<file path="src/rtl/dma_arb2_pkg.sv">
package dma_arb2_pkg;
  typedef enum logic {
    DIR_SFR2RAM = 1'b0,
    DIR_RAM2SFR = 1'b1
  } xfer_dir_e;
endpackage

</file>
<file path="src/rtl/dma_chan.sv">
// Per-channel RAM address counter and transfer counter.
module dma_chan #(
  parameter int AW = 10,
  parameter int CW = 8
) (
  input  logic          clk,
  input  logic          rst,
  input  logic          ld,
  input  logic [AW-1:0] ld_addr,
  input  logic [CW-1:0] ld_cnt,
  input  logic          step,
  output logic [AW-1:0] addr,
  output logic          cnt_nz,
  output logic          last,
  output logic          done
);
  logic [CW-1:0] cnt;

  assign cnt_nz = (cnt != '0);
  assign last   = (cnt == CW'(1));

  always_ff @(posedge clk) begin
    if (rst) begin
      addr <= '0;
      cnt  <= '0;
      done <= 1'b0;
    end else begin
      done <= step && last;
      if (ld) begin
        addr <= ld_addr;
        cnt  <= ld_cnt;
      end else if (step) begin
        addr <= addr + AW'(1);
        cnt  <= cnt - CW'(1);
      end
    end
  end
endmodule

</file>
<file path="src/rtl/dma_prio.sv">
// Fixed-priority pick: lowest channel index wins.
module dma_prio #(
  parameter int NCH = 2,
  parameter int CHW = 1
) (
  input  logic           can,
  input  logic [NCH-1:0] elig,
  output logic [NCH-1:0] gnt,
  output logic [CHW-1:0] idx,
  output logic           any
);
  always_comb begin
    gnt = '0;
    idx = '0;
    any = 1'b0;
    for (int i = 0; i < NCH; i++) begin
      if (can && elig[i] && !any) begin
        gnt[i] = 1'b1;
        idx    = CHW'(i);
        any    = 1'b1;
      end
    end
  end
endmodule

</file>
<file path="src/rtl/dma_arb2.sv">
module dma_arb2
  import dma_arb2_pkg::*;
#(
  parameter int NCH = 2,
  parameter int AW  = 10,
  parameter int CW  = 8,
  parameter int DW  = 8,
  parameter logic [AW-1:0] RAM_LO = 10'h100,
  parameter logic [AW-1:0] RAM_HI = 10'h3BF,
  parameter logic [AW-1:0] GPR_LO = 10'h3A0,
  parameter logic [AW-1:0] GPR_HI = 10'h3BF,
  localparam int CHW = (NCH > 1) ? $clog2(NCH) : 1
) (
  input  logic           clk,
  input  logic           rst,
  input  logic [NCH-1:0] ch_req,
  input  logic [NCH-1:0] ch_dir,
  input  logic           ld_en,
  input  logic [CHW-1:0] ld_ch,
  input  logic [AW-1:0]  ld_addr,
  input  logic [CW-1:0]  ld_cnt,
  input  logic           holdoff,
  input  logic           irq_req,
  output logic           irq_ack,
  output logic           bus_req,
  input  logic           bus_ack,
  output logic [CHW-1:0] bus_ch,
  output logic [AW-1:0]  bus_addr,
  output logic           bus_dir,
  output logic           bus_ram_we,
  input  logic [DW-1:0]  ram_rdata,
  output logic [DW-1:0]  sfr_wdata,
  output logic [NCH-1:0] done,
  output logic           err
);
  logic [AW-1:0]  ch_addr [NCH];
  logic [NCH-1:0] nz, last, step, bad_of, pend, elig, gnt;
  logic [CHW-1:0] gnt_idx;
  logic           gnt_any, can, bad_r, irq_pend, irq_fire;

  // Channel datapaths and address range check, one per channel.
  for (genvar c = 0; c < NCH; c++) begin : g_ch
    assign step[c] = bus_req && bus_ack && (bus_ch == CHW'(c));

    dma_chan #(.AW(AW), .CW(CW)) u_chan (
      .clk     (clk),
      .rst     (rst),
      .ld      (ld_en && (ld_ch == CHW'(c))),
      .ld_addr (ld_addr),
      .ld_cnt  (ld_cnt),
      .step    (step[c]),
      .addr    (ch_addr[c]),
      .cnt_nz  (nz[c]),
      .last    (last[c]),
      .done    (done[c])
    );

    assign bad_of[c] = (ch_addr[c] < RAM_LO) || (ch_addr[c] > RAM_HI) ||
                       ((ch_addr[c] >= GPR_LO) && (ch_addr[c] <= GPR_HI));
  end

  // Arbitration happens only with the bus idle and no hold-off.
  assign elig = pend | (ch_req & nz);
  assign can  = !bus_req && !holdoff;

  dma_prio #(.NCH(NCH), .CHW(CHW)) u_prio (
    .can  (can),
    .elig (elig),
    .gnt  (gnt),
    .idx  (gnt_idx),
    .any  (gnt_any)
  );

  assign irq_fire = (irq_pend || irq_req) && !bus_req && !gnt_any;

  always_ff @(posedge clk) begin
    if (rst) begin
      pend       <= '0;
      bus_req    <= 1'b0;
      bus_ch     <= '0;
      bus_addr   <= '0;
      bus_dir    <= 1'b0;
      bus_ram_we <= 1'b0;
      bad_r      <= 1'b0;
      err        <= 1'b0;
      irq_pend   <= 1'b0;
      irq_ack    <= 1'b0;
    end else begin
      // Single-bit pending latch; a channel finishing its last transfer drops its pend.
      pend <= (pend | (ch_req & nz)) & ~gnt & ~(step & last);

      if (gnt_any) begin
        bus_req    <= 1'b1;
        bus_ch     <= gnt_idx;
        bus_addr   <= ch_addr[gnt_idx];
        bus_dir    <= ch_dir[gnt_idx];
        bad_r      <= bad_of[gnt_idx];
        bus_ram_we <= (xfer_dir_e'(ch_dir[gnt_idx]) == DIR_SFR2RAM) && !bad_of[gnt_idx];
      end else if (bus_req && bus_ack) begin
        bus_req    <= 1'b0;
        bus_ram_we <= 1'b0;
      end

      err      <= err || (bus_req && bus_ack && bad_r);
      irq_pend <= (irq_pend || irq_req) && !irq_fire;
      irq_ack  <= irq_fire;
    end
  end

  assign sfr_wdata = (bus_req && (xfer_dir_e'(bus_dir) == DIR_RAM2SFR) && !bad_r)
                     ? ram_rdata : '0;
endmodule

</file>
<file path="config.mk">
export PLATFORM = sky130hd
export DESIGN_NAME = dma_arb2
export DESIGN_NICKNAME = d
export VERILOG_FILES = /design/src/rtl/dma_arb2_pkg.sv /design/src/rtl/dma_chan.sv /design/src/rtl/dma_prio.sv /design/src/rtl/dma_arb2.sv
export SDC_FILE = /design/constraint.sdc
export NUM_CORES = 1
export LEC_CHECK = 0
export ABC_AREA = 1
export BUFFER_PORTS_ARGS = -buffer_cell sky130_fd_sc_hd__clkbuf_2
export CORE_ASPECT_RATIO = 0.75
export CORE_MARGIN = 8
export CORE_UTILIZATION = 35
export DETAILED_ROUTE_END_ITERATION = 6
export GPL_ROUTABILITY_DRIVEN = 0
export PLACE_DENSITY = 0.57
export SYNTH_ARGS = -nofsm -noshare
export SYNTH_HDL_FRONTEND = slang
export SYNTH_SLANG_ARGS = --single-unit
</file>
<file path="constraint.sdc">
create_clock -name clk -period 3.8 [get_ports clk]
set_input_delay 0 -clock clk [delete_from_list [all_inputs] [get_ports clk]]
set_output_delay 0 -clock clk [all_outputs]
set_load 0.05 [all_outputs]
</file>
==> out/results.ini <==
[status]
status=finished clean

[detailed_routing]
first_iter_violations=188
viasPerCell=4.79
drc=0
vias=3111
avgRoutedWirePerCell_um=14.0
drt_wl_total_um=9130
dr.pass1.iters=5
drtAntennaViolNets=0

[die]
ios=63
start_util_pct=35.6
rows=30
die_y_um=98.6
die_x_um=126
core_um2=8930
die_area_um2=12400

[cells_and_area]
diodes=0
post-route-util_pct=45.1
final_cells=650
area_delta_synth_final_pct=26.6
fill_cells=928
nets=579
drive_gt1_share_pct=20.3

[clock_tree]
cts_inserted_buffers=9
clock-root-buffer=clkbuf_16
clock_path_buffers=2
cts_tree=built
postCtsHoldBufs=20
cts-resized-gates=0
post_cts_buffers=0
clock-sinks=58
clk_latency_ns=0.32
htree_levels=3
clkTransAtPathRegs_ns=0.05

[worst_hold_path]
hp-class=input port to register

[sta]
fmax_mhz=448
finalSetupViolCount=0
drv_slew=0
fin_worst_skew_ns=0.00498
slew_headroom_pct=37.9
rsz0062_at_grt=no
layout_setup_ws_ns=1.57
tightest_slew_ns=0.927
period_share_pct=58.8
hold_slack_ns=0.0133
finalHoldViolCount=0
period_needed_ns=2.23
timing.setup.tns_ns=0

[yosys]
synthDistinctLibCells=41
seq_area_frac_synth_pct=36.5
synth_commonest_cells=126 x nand2_1, 58 x dfxtp_1, 49 x inv_1, 35 x nor2_1, 25 x nand3_1
synthFlopType=dfxtp_1
yosysTopAreaCell=dfxtp_1
yosysWarnings=0
syn_nets=501
ys_ff_latch=58
synth_edf_count=0
synth.most_common_cell=nand2_1
async_flop_share_pct=0
synth_top_area_share_pct=36.5
synth.avg_cell_area_um2=6.98
synth_area_leaders=dfxtp_1 36%, nand2_1 15%, inv_1 5.8%, nor2_1 4.1%, a31oi_1 3.9%
syn_inst=456
syn_area_um2=3180

[global_routing]
antenna_found_initial=0
grt_pass1_vias=2992
grt_pass1_wl_um=15300
grtUsageTotal_pct=15.3
grt_overflow_total=0
grt_max_degree=32

[worst_setup_path]
worstPathRequired_ns=4.07
cp_common_cell=nand2_1
cp_max_fo=11
worstPathCellList=inv_1 -> ha_1 -> nand2_1 -> nor2_2 -> nor2_2 -> nor2_4 -> nor2_1 -> nand2_1 -> nand3_1 -> nand2_1 -> inv_1
cp_slowest_stage_delay_ns=0.70
arrival_ns=2.50
timing.setup.critical_path_class=register to register
crit_slowest_cell=nor2_1
cp-start-kind=register
critPathCaptureType=register

[power_and_ir_drop]
ir_drop_uv=179
p_per_area_nw_per_um2=456
power.leakage_nw=1.85

[place]
numPortBuffers=62
pre_cts_ws_ns=1.64
dp_cells=615
dp_hpwl_um=6800

[flow_run]
cap_violations=0

[final timing paths]
check | startpoint | to | slack [ns] | cells past startpoint
max | g_ch[0].u_chan.cnt[0] | bus_addr[7] | 1.57 | 11
min reg2reg | err | err | 0.45 | 2
min | irq_req | irq_pend | 0.01 | 4
max reg2reg | g_ch[0].u_chan.cnt[0] | bus_addr[7] | 1.57 | 11
[routing by layer]
layer	track usage (%)	routed length, um	share of wire (%)
met2	21.5	3690	40
met1	21.3	4700	51
met5	0	0	0
met4	3.96	31	0.34
met3	5.39	712	7.8
[stage by stage]
| stage | power [W] | area [um^2] |
|---|---|---|
| detailed placement | 0.00104 | 3550 |
| global route | 0.00193 | 4030 |
| floorplan | 0.000958 | 3180 |
| global placement | 0.00104 | 3550 |
| finish | 0.00184 | 4030 |
| CTS | 0.00186 | 4030 |
[cell type report]
| cell class | instances | area, um^2 | share of cell area, % |
|---|---|---|---|
| timing repair buffer | 82 | 510 | 12.7 |
| clock buffer | 12 | 246 | 6.11 |
| multi-input combinational | 326 | 1720 | 42.6 |
| inverter | 57 | 216 | 5.37 |
| clock inverter | 3 | 40.0 | 0.993 |
| tap | 112 | 140 | 3.48 |
| sequential | 58 | 1160 | 28.8 |
[cell usage in the layout (no fill, tap or decap), drive strengths merged, types with 20 or more instances in the layout]
cell type / n
inv: 56
nand2: 134
clkbuf: 74
dlygate4sd3: 20
o21ai: 25
a31oi: 20
dfxtp: 58
nor2: 46
nand3: 28
a21oi: 21
[flip-flops by register name (all words and copies together), names as in the netlist, 2 cells and up]
register and flops:
g_ch.u_chan.addr 20, bus_addr 10, pend 2, g_ch.u_chan.cnt 16, g_ch.u_chan.done 2
[where the power goes]
part	internal (W)	total (W)	switching, W	leakage (nW)
clock	0.000519	0.000788	0.000269	0.142
combinational	0.000120	0.000352	0.000233	1.23
sequential	0.000652	0.000697	0.0000455	0.475
total	0.00129	0.00184	0.000547	1.85
[worst max-delay path, delay by kind of cell, from the launching register on]
family	cells	cell delay, ns
buffers and inverters	2	0.18
adders and majority gates	1	0.22
DFF	1	0.37
and+or+nand+nor	8	1.38
[logic make-up after synthesis]
| logic type | share of synthesized area (%) |
|---|---|
| AO/OA/AOI/OAI | 14.2 |
| XOR/XNOR | 4.68 |
| buffers and inverters | 9.59 |
| adder cells (fa/ha/maj) | 3.14 |
| flip-flops | 36.5 |
| AND/OR/NAND/NOR | 31.9 |
No activity file was read; power rests on OpenSTA's default activity.
